`config.mk`:
```
export PLATFORM = sky130hd
export DESIGN_NAME = bcd_timekeeper
export DESIGN_NICKNAME = d
export VERILOG_FILES = /design/src/rtl/bcd_tk_pkg.sv /design/src/rtl/bcd_tk_pair.sv /design/src/rtl/bcd_tk_hours.sv /design/src/rtl/bcd_tk_month_len.sv /design/src/rtl/bcd_timekeeper.sv
export SDC_FILE = /design/constraint.sdc
export NUM_CORES = 1
export LEC_CHECK = 0
export BUFFER_PORTS_ARGS = -buffer_cell sky130_fd_sc_hd__buf_4
export CAP_MARGIN = 40
export CORE_MARGIN = 3
export CORE_UTILIZATION = 40
export CTS_CLUSTER_SIZE = 28
export DETAILED_ROUTE_END_ITERATION = 10
export GPL_ROUTABILITY_DRIVEN = 1
export PLACE_DENSITY = 0.63
export SLEW_MARGIN = 20
export SYNTH_ARGS = -nofsm -noshare
export SYNTH_HDL_FRONTEND = slang
export SYNTH_SLANG_ARGS = --single-unit
```
`constraint.sdc`:
```
create_clock -name clk -period 3.9 [get_ports clk]
set_input_delay 0.39 -clock clk [delete_from_list [all_inputs] [get_ports clk]]
set_output_delay 0.39 -clock clk [all_outputs]
set_load 0.005 [all_outputs]
```
`src/rtl/bcd_tk_pkg.sv`:
```
// Shared types and constants for the BCD calendar timekeeper.
// Assumes the register image packs register k into byte k.
package bcd_tk_pkg;

    // Register file, with register 7 packed at the top byte
    typedef struct packed {
        logic [7:0] year;
        logic [7:0] month;
        logic [7:0] date;
        logic [7:0] wday;
        logic [7:0] hours;
        logic [7:0] minute;
        logic [7:0] second;
        logic [7:0] hundredth;
    } tk_regs_t;

    localparam int TK_REG_COUNT = 8;
    localparam int TK_IMG_W     = TK_REG_COUNT * 8;

    // Bits that hold information; all others read back zero
    localparam logic [TK_IMG_W-1:0] TK_KEEP_MASK = 64'hFF1F_3F37_BF7F_7FFF;
    localparam logic [TK_IMG_W-1:0] TK_RESET_IMG = 64'h0001_0131_0000_0000;

    // Field positions used by the control logic
    localparam int WDAY_HALT_BIT  = 5;
    localparam int WDAY_RSTIG_BIT = 4;
    localparam int HOURS_12H_BIT  = 7;
    localparam int HOURS_PM_BIT   = 5;

    // Last values of the fixed-range counters
    localparam logic [7:0] HUND_LAST  = 8'h99;
    localparam logic [7:0] SEXA_LAST  = 8'h59;
    localparam logic [7:0] MONTH_LAST = 8'h12;
    localparam logic [7:0] YEAR_LAST  = 8'h99;
    localparam logic [7:0] H24_LAST   = 8'h23;
    localparam logic [2:0] WDAY_LAST  = 3'd7;
    localparam logic [2:0] WDAY_FIRST = 3'd1;

endpackage

```
`src/rtl/bcd_tk_pair.sv`:
```
// Two-digit BCD step: gives the value that follows val_i, wrapping to
// FIRST once val_i reaches or passes last_i. Purely combinational.
// Assumes val_i holds valid BCD digits.
module bcd_tk_pair #(
    parameter logic [7:0] FIRST = 8'h00
) (
    input  logic [7:0] val_i,
    input  logic [7:0] last_i,
    output logic [7:0] next_o,
    output logic       at_last_o
);
    // Increment the units digit, carry into the tens digit, or wrap
    always_comb begin
        at_last_o = (val_i >= last_i);
        if (at_last_o) begin
            next_o = FIRST;
        end else if (val_i[3:0] >= 4'd9) begin
            next_o = {val_i[7:4] + 4'd1, 4'h0};
        end else begin
            next_o = {val_i[7:4], val_i[3:0] + 4'd1};
        end
    end
endmodule

```
`src/rtl/bcd_tk_hours.sv`:
```
// Hours step for both formats. Bit 7 picks 12-hour mode, in which bit 5
// is the PM flag; in 24-hour mode bit 5 is the twenties digit.
// day_carry_o flags the step that starts a new day. Combinational.
module bcd_tk_hours
    import bcd_tk_pkg::*;
(
    input  logic [7:0] hours_i,
    output logic [7:0] next_o,
    output logic       day_carry_o
);
    logic pm;
    assign pm = hours_i[HOURS_PM_BIT];

    // Next hour value and end-of-day flag for the selected format
    always_comb begin
        day_carry_o = 1'b0;
        if (hours_i[HOURS_12H_BIT]) begin
            if (hours_i[4:0] == 5'h12) begin
                next_o = {1'b1, 1'b0, pm, 5'h01};
            end else if (hours_i[4:0] >= 5'h11) begin
                next_o      = {1'b1, 1'b0, ~pm, 5'h12};
                day_carry_o = pm;
            end else if (hours_i[3:0] >= 4'd9) begin
                next_o = {1'b1, 1'b0, pm, 5'h10};
            end else begin
                next_o = {1'b1, 1'b0, pm, hours_i[4], hours_i[3:0] + 4'd1};
            end
        end else begin
            if ({2'b00, hours_i[5:0]} >= H24_LAST) begin
                next_o      = 8'h00;
                day_carry_o = 1'b1;
            end else if (hours_i[3:0] >= 4'd9) begin
                next_o = {2'b00, hours_i[5:4] + 2'd1, 4'h0};
            end else begin
                next_o = {2'b00, hours_i[5:4], hours_i[3:0] + 4'd1};
            end
        end
    end
endmodule

```
`src/rtl/bcd_tk_month_len.sv`:
```
// Last date of a month in BCD, with February following the
// divisible-by-four rule applied to the two-digit BCD year.
// Combinational.
module bcd_tk_month_len (
    input  logic [7:0] month_i,
    input  logic [7:0] year_i,
    output logic [7:0] last_o
);
    logic leap;

    // Divisible by 4: even tens with units 0/4/8, odd tens with units 2/6
    always_comb begin
        if (year_i[4]) begin
            leap = (year_i[3:0] == 4'd2) || (year_i[3:0] == 4'd6);
        end else begin
            leap = (year_i[3:0] == 4'd0) || (year_i[3:0] == 4'd4) ||
                   (year_i[3:0] == 4'd8);
        end
    end

    // Choose the month length
    always_comb begin
        case (month_i)
            8'h02:                      last_o = leap ? 8'h29 : 8'h28;
            8'h04, 8'h06, 8'h09, 8'h11: last_o = 8'h30;
            default:                    last_o = 8'h31;
        endcase
    end
endmodule

```
`src/rtl/bcd_timekeeper.sv`:
```
// BCD calendar timekeeper. It counts hundredths through years on a
// 100 Hz tick enable, accepts a one-cycle bulk load of all eight
// registers (the load beats a tick in the same cycle), and holds the
// halt and reset-ignore controls in the day-of-week register.
// Assumes at most one tick per clock cycle and that loaded values are
// valid BCD. The whole carry chain settles within one cycle.
module bcd_timekeeper
    import bcd_tk_pkg::*;
(
    input  logic                clk,
    input  logic                rst_n,
    input  logic                tick_i,
    input  logic                load_i,
    input  logic [TK_IMG_W-1:0] load_image_i,
    output logic [TK_IMG_W-1:0] image_o
);
    tk_regs_t cur, nxt;

    logic [7:0] hund_nx, sec_nx, min_nx, hr_nx, date_nx, mon_nx, yr_nx;
    logic       hund_end, sec_end, min_end, hr_end, date_end, mon_end, yr_end;
    logic [7:0] month_last;
    logic       run, c_sec, c_min, c_hr, c_day, c_mon, c_yr;

    // Fixed-range counters, one per field
    bcd_tk_pair #(.FIRST(8'h00)) u_hund (
        .val_i(cur.hundredth), .last_i(HUND_LAST),
        .next_o(hund_nx), .at_last_o(hund_end));

    bcd_tk_pair #(.FIRST(8'h00)) u_sec (
        .val_i(cur.second), .last_i(SEXA_LAST),
        .next_o(sec_nx), .at_last_o(sec_end));

    bcd_tk_pair #(.FIRST(8'h00)) u_min (
        .val_i(cur.minute), .last_i(SEXA_LAST),
        .next_o(min_nx), .at_last_o(min_end));

    bcd_tk_hours u_hours (
        .hours_i(cur.hours), .next_o(hr_nx), .day_carry_o(hr_end));

    bcd_tk_month_len u_mlen (
        .month_i(cur.month), .year_i(cur.year), .last_o(month_last));

    bcd_tk_pair #(.FIRST(8'h01)) u_date (
        .val_i(cur.date), .last_i(month_last),
        .next_o(date_nx), .at_last_o(date_end));

    bcd_tk_pair #(.FIRST(8'h01)) u_month (
        .val_i(cur.month), .last_i(MONTH_LAST),
        .next_o(mon_nx), .at_last_o(mon_end));

    bcd_tk_pair #(.FIRST(8'h00)) u_year (
        .val_i(cur.year), .last_i(YEAR_LAST),
        .next_o(yr_nx), .at_last_o(yr_end));

    // Ripple enables from hundredths up to years
    always_comb begin
        run   = tick_i & ~cur.wday[WDAY_HALT_BIT];
        c_sec = run   & hund_end;
        c_min = c_sec & sec_end;
        c_hr  = c_min & min_end;
        c_day = c_hr  & hr_end;
        c_mon = c_day & date_end;
        c_yr  = c_mon & mon_end;
    end

    // Assemble the next register file from the enabled fields
    always_comb begin
        nxt = cur;
        if (run)   nxt.hundredth = hund_nx;
        if (c_sec) nxt.second    = sec_nx;
        if (c_min) nxt.minute    = min_nx;
        if (c_hr)  nxt.hours     = hr_nx;
        if (c_day) begin
            nxt.date = date_nx;
            if (cur.wday[2:0] >= WDAY_LAST) begin
                nxt.wday = {cur.wday[7:3], WDAY_FIRST};
            end else begin
                nxt.wday = {cur.wday[7:3], cur.wday[2:0] + 3'd1};
            end
        end
        if (c_mon) nxt.month = mon_nx;
        if (c_yr)  nxt.year  = yr_nx;
    end

    // State register: reset first, then load, then count
    always_ff @(posedge clk) begin
        if (!rst_n) begin
            cur <= tk_regs_t'(TK_RESET_IMG);
        end else if (load_i) begin
            cur <= tk_regs_t'(load_image_i & TK_KEEP_MASK);
        end else begin
            cur <= nxt;
        end
    end

    assign image_o = cur;
endmodule

```
# Word-level counts from Yosys, hierarchy flattened
# Cells that the tools add are included.
[op_classes] addsub=15 magnitude_cmp=16 eq_ne=13 n_mux=34 bitwise_logic=10 reduce_logical=36
[ops] op="$mux 8" n=22
[ops] op="$mux 64" n=1
[ops] op="$add 4x1->4 const B" n=13
[ops] op="$ge 4x4->1 const B" n=7
[ops] op="$reduce_bool 2->1" n=11
[ops] op="$reduce_and 2->1" n=10
[ops] op="$reduce_bool 3->1" n=6
[ops] op="$eq 8x3->1 const B" n=2
[ops] op="$ge 8x7->1 const B" n=2
[ops] op="$ge 8x8->1 const B" n=2
[ops] op="$mux 16" n=1
[ops] op="$pmux 8 s2" n=1
[ops] op="$eq 4x3->1 const B" n=2
[ops] op="$eq 8x2->1 const B" n=1
[ops] op="$eq 8x4->1 const B" n=1
[ops] op="$eq 8x5->1 const B" n=1
[ops] op="$ge 8x5->1 const B" n=1
[ops] op="$ge 8x8->1" n=1
[ops] op="$and 1x1->1" n=7
[ops] op="$ge 6x6->1 const B" n=1
[ops] op="$mux 1" n=6
[ops] op="$mux 6" n=1
[ops] op="$eq 5x5->1 const B" n=1
[ops] op="$ge 5x5->1 const B" n=1
[ops] op="other kinds (18)" n=22
[word_totals] reg_bits=61 in_bits=68 output_inout_bits=64 wordCells=146

# Longest topological paths before layout
[logic_depth] ltp_word=11 mapped_depth=14 depth_no_buf=13

# Hierarchy
# A second synthesis with hierarchy kept.
[unflattened] hier_cells=725 hier_area_um2=5918.2
[modules_own_cells] mod="bcd_timekeeper" n_inst=1 cells_per_inst=334 area_each_um2=2847.7 seq_area_each_um2=1221.2
[modules_own_cells] mod="bcd_tk_pair at u_hund ..." n_inst=4 cells_per_inst=54 area_each_um2=432.9 seq_area_each_um2=0.0
[modules_own_cells] mod="bcd_tk_pair at u_date ..." n_inst=2 cells_per_inst=54 area_each_um2=422.9 seq_area_each_um2=0.0
[modules_own_cells] mod="bcd_tk_hours" n_inst=1 cells_per_inst=47 area_each_um2=350.3 seq_area_each_um2=0.0
[modules_own_cells] mod="bcd_tk_month_len" n_inst=1 cells_per_inst=20 area_each_um2=142.6 seq_area_each_um2=0.0

# Worst setup path before layout
# Ideal clock, no wire load.
[synth_timing] path_kind="register to register" start="register cur (netlist bit image_o[52])" end="register cur (netlist bit image_o[56])" setup_ps=86 arrival_time_ps=2787 required_ps=3814 slack_ps=1027 stages_incl_launch_ff=13 cell_sequence="dfxtp_1 inv_1 ha_1 nor2b_1 nand4b_1 mux2_2 ha_1 nor4b_1 nor2_1 o21ai_0 nor3_2 mux2i_1 a211oi_1"
[synth_between] elab_chain_len=7
[synth_lines] element="start: declaration" line_no="bcd_timekeeper.sv:17" source="tk_regs_t cur, nxt;"
[synth_lines] element="start signal: assignment" line_no="bcd_timekeeper.sv:88" source="cur <= tk_regs_t'(TK_RESET_IMG);"
[synth_lines] element="start signal: assignment" line_no="bcd_timekeeper.sv:90" source="cur <= tk_regs_t'(load_image_i & TK_KEEP_MASK);"
[synth_lines] element="start signal: assignment" line_no="bcd_timekeeper.sv:92" source="cur <= nxt;"
[synth_lines] element="$eq 8x3->1 (tied with other cells)" line_no="bcd_tk_month_len.sv:23" source="case (month_i)"
[synth_lines] element="$reduce_or 4->1" line_no="bcd_tk_month_len.sv:23"
[synth_lines] element="$pmux 8 s2" line_no="bcd_tk_month_len.sv:23"
[synth_lines] element="$ge 8x8->1" line_no="bcd_tk_pair.sv:14" source="at_last_o = (val_i >= last_i);"
[synth_lines] element="$and 1x1->1" line_no="bcd_timekeeper.sv:62" source="c_mon = c_day & date_end;"
[synth_lines] element="$and 1x1->1 (*)" line_no="bcd_timekeeper.sv:63" source="c_yr = c_mon & mon_end;"
[synth_lines] element="$reduce_bool 2->1 (no line) (*)"
# Mark *: on every way between the ends. The rest lies on a longest branch, timed or not.
# A chain may end at the register's enable or synchronous reset.

# Worst setup path in the final report
[layout_timing] start="register cur (netlist bit image_o[48])" end="register cur (netlist bit image_o[56])"
# Same word-level chain as after synthesis.

==> metrics.yaml <==
run_status:
  outcome: "finished clean"
synth:
  syn_avg_cell_area_um2: 8.07
  synth_fa_ha_area_share_pct: 13.3
  ys_seq_area_share_pct: 28.4
  ys_warn_count: 0
  netlist_instances: 525
  ys.flop_type: "dfxtp_1"
  synth_area_um2: 4240
  synth_top_family_by_area: "compound AO/OA/AOI/OAI gates"
  synth-edff-count: 0
  synth_async_sr_flop_share_pct: 0
  synthXorXnorAreaFrac_pct: 1.03
  synth_compound_area_share_pct: 26.4
  ys_types: 78
  ys_ff_latch: 60
  synth_simple_gate_area_share_pct: 21.6
  synthMuxAreaShare_pct: 2.66
layout:
  antennaDiodeCount: 0
  instances_no_fill: 767
  stdcell_area_um2: 5380
  final_util_pct: 53.6
  syn_to_final_growth_pct: 27.1
  largest_reg_flops: 60
  nets: 742
  drive_gt1_share_pct: 24.9
worst_setup_path:
  arrival_ns: 3.60
  worstSetupEndpointType: "register"
  cp.required_ns: 4.16
  path_class: "register to register"
  cp_max_fo: 6
  cp-start-kind: "register"
sta:
  fin_crit_ns: 3.33
  timing.setup.tns_ns: 0
  final_max_slew_viol_count: 0
  fin_crit_sh_pct: 85.5
  hold_viol: 0
  setup_viol: 0
  rsz0062_at_grt: "false"
  max_freq_ghz: 0.300
  finClkSkew_ns: 0.00970
  relSlewSlack_pct: 55.4
  worst_pin_slew_ns: 0.662
floorplanning:
  die_h_um: 109
  dieArea_um2: 11900
  die_w_um: 109
  io_pins: 132
  fp.coreArea_um2: 10000
  std_cell_rows: 36
  start_util_pct: 42.2
clock_network:
  root_buffer: "clkbuf_8"
  insertion_delay_ns: 0.34
  ctsHoldBuffers: 0
  clkTransAtPathRegs_ns: 0.08
  h-tree-depth: 3
  numCtsBuffers: 9
  postCtsSetupRepairBufs: 0
  clock-sinks: 60
  cts_tree: "done"
  clk_path_buf_depth: 2
  cts_resized: 0
placed_design:
  gp_congestion: 0.855
  dp.cells: 751
  dp_hpwl_um: 8910
  port_buffers: 116
  dpl_cell_area_um2: 5170
global_route:
  top_usage_layer: "met2"
  gr-usage-met1_pct: 28.1
  use_met2_pct: 35.1
  antenna_found_initial: 0
  grt_pass1_wl_um: 20400
  grt.overflow.total: 0
  grt_max_degree: 59
  grt_pass1_vias: 4237
  grt.total_usage_pct: 21.4
  use_met3_pct: 4.44
route:
  drt_iter0_drc: 202
  vias: 4333
  drc: 0
  drt_pass1_iterations: 5
  antenna_left: 0
  finalWirelength_um: 12400
  routedWlPerCell_um: 16.1
  vias_per_cell: 5.65
job:
  cap_violations: 0
power_and_ir_drop:
  worst_ir_drop_vdd_uv: 169
  power-per-cell-area_nw_per_um2: 313
  p_leak_nw: 2.35
min_path:
  min-delay-path-class: "primary input to register"
critical path, stage by stage, from the launching register on:
cell      delay (ns)
dfxtp_1         0.42
inv_1           0.14
ha_1            0.25
o211ai_1        0.19
a21oi_1         0.09
o21ai_0         0.21
mux2_2          0.18
ha_1            0.22
nor4b_1         0.25
nor2_1          0.15
o21ai_0         0.56
nor3_2          0.21
mux2i_1         0.16
a211oi_1        0.23
where the power goes:
group / internal [W] / switching (W)
logic: 0.000167 / 0.000169
clock network: 0.000375 / 0.000265
registers: 0.000649 / 0.0000616
total: 0.00119 / 0.000496
cells in the final DEF (no fill, tap or decap), types with 6 or more instances in the layout:
cell type | netlist | routed
and3_1 | 7 | 7
nor2_1 | 39 | 39
nand3_1 | 23 | 23
o31ai_1 | 6 | 6
mux2i_1 | 9 | 9
o21ai_0 | 51 | 51
o211ai_1 | 7 | 7
a31oi_1 | 16 | 16
ha_1 | 45 | 45
nand2_1 | 44 | 44
a21oi_1 | 33 | 33
dfxtp_1 | 60 | 60
a221oi_1 | 6 | 6
clkbuf_8 | 0 | 10
inv_1 | 31 | 31
nor3_1 | 15 | 15
buf_4 | 5 | 118
routing by layer:
metal / part of all wire, % / routed length, µm
met1: 45 / 5500
met2: 47 / 5790
met3: 7.4 / 912
met4: 1.3 / 161
met5: 0 / 0
through the flow:
stage          power (W)  hold WS [ns]  setup slack (ns)
5_1_grt          0.00178         0.272             0.207
3_3_place_gp     0.00105         0.457             0.693
6_report         0.00169         0.266             0.566
4_1_cts          0.00170         0.253             0.588
2_1_floorplan   0.000903         0.453              1.03
3_5_place_dp     0.00106         0.472             0.630
cell type report:
class	instances	area, µm²
well taps	133	166
fillers	949	4660
inverters	32	120
multi-input cells	407	2770
clock inverters	5	75.1
repair buffers	119	913
clock buffers	11	141
flip-flops and latches	60	1200
worst paths after layout:
kind	startpoint	to	slack, ns	depth (start not counted)
worst max-delay path	image_o[48]	image_o[56]	0.57	13
worst min-delay path	load_image_i[37]	image_o[37]	0.27	3
worst max register to register	image_o[48]	image_o[56]	0.57	13
worst min register to register	image_o[55]	image_o[55]	0.48	2
Yosys cell counts, types with 4 or more instances:
cell type | number | area [µm²]
a211oi_1 | 5 | 37.5
a21oi_1 | 33 | 165
a221oi_1 | 6 | 52.6
a31oi_1 | 16 | 100
and2_1 | 4 | 25.0
and3_1 | 7 | 43.8
buf_2 | 5 | 25.0
buf_4 | 5 | 37.5
clkbuf_1 | 14 | 52.6
dfxtp_1 | 60 | 1200
ha_1 | 45 | 563
inv_1 | 31 | 116
mux2i_1 | 9 | 90.1
nand2_1 | 44 | 165
nand2b_1 | 4 | 25.0
nand3_1 | 23 | 115
nand3b_1 | 4 | 30.0
nand4_1 | 5 | 31.3
nand4b_1 | 4 | 35.0
nor2_1 | 39 | 146
nor3_1 | 15 | 75.1
o211ai_1 | 7 | 52.6
o21ai_0 | 51 | 255
o31ai_1 | 6 | 45.0
cell families (layout without fill, tap and decap cells):
kind of cell,count (synthesis),in the layout
AND/OR/NAND/NOR,174,174
XOR/XNOR,5,5
AO/OA/AOI/OAI,168,168
flip-flops,60,60
other,1,4
multiplexers,11,11
adder cells (fa/ha/maj),45,45
buffers and inverters,61,167
No activity file was read; power rests on OpenSTA's default activity.
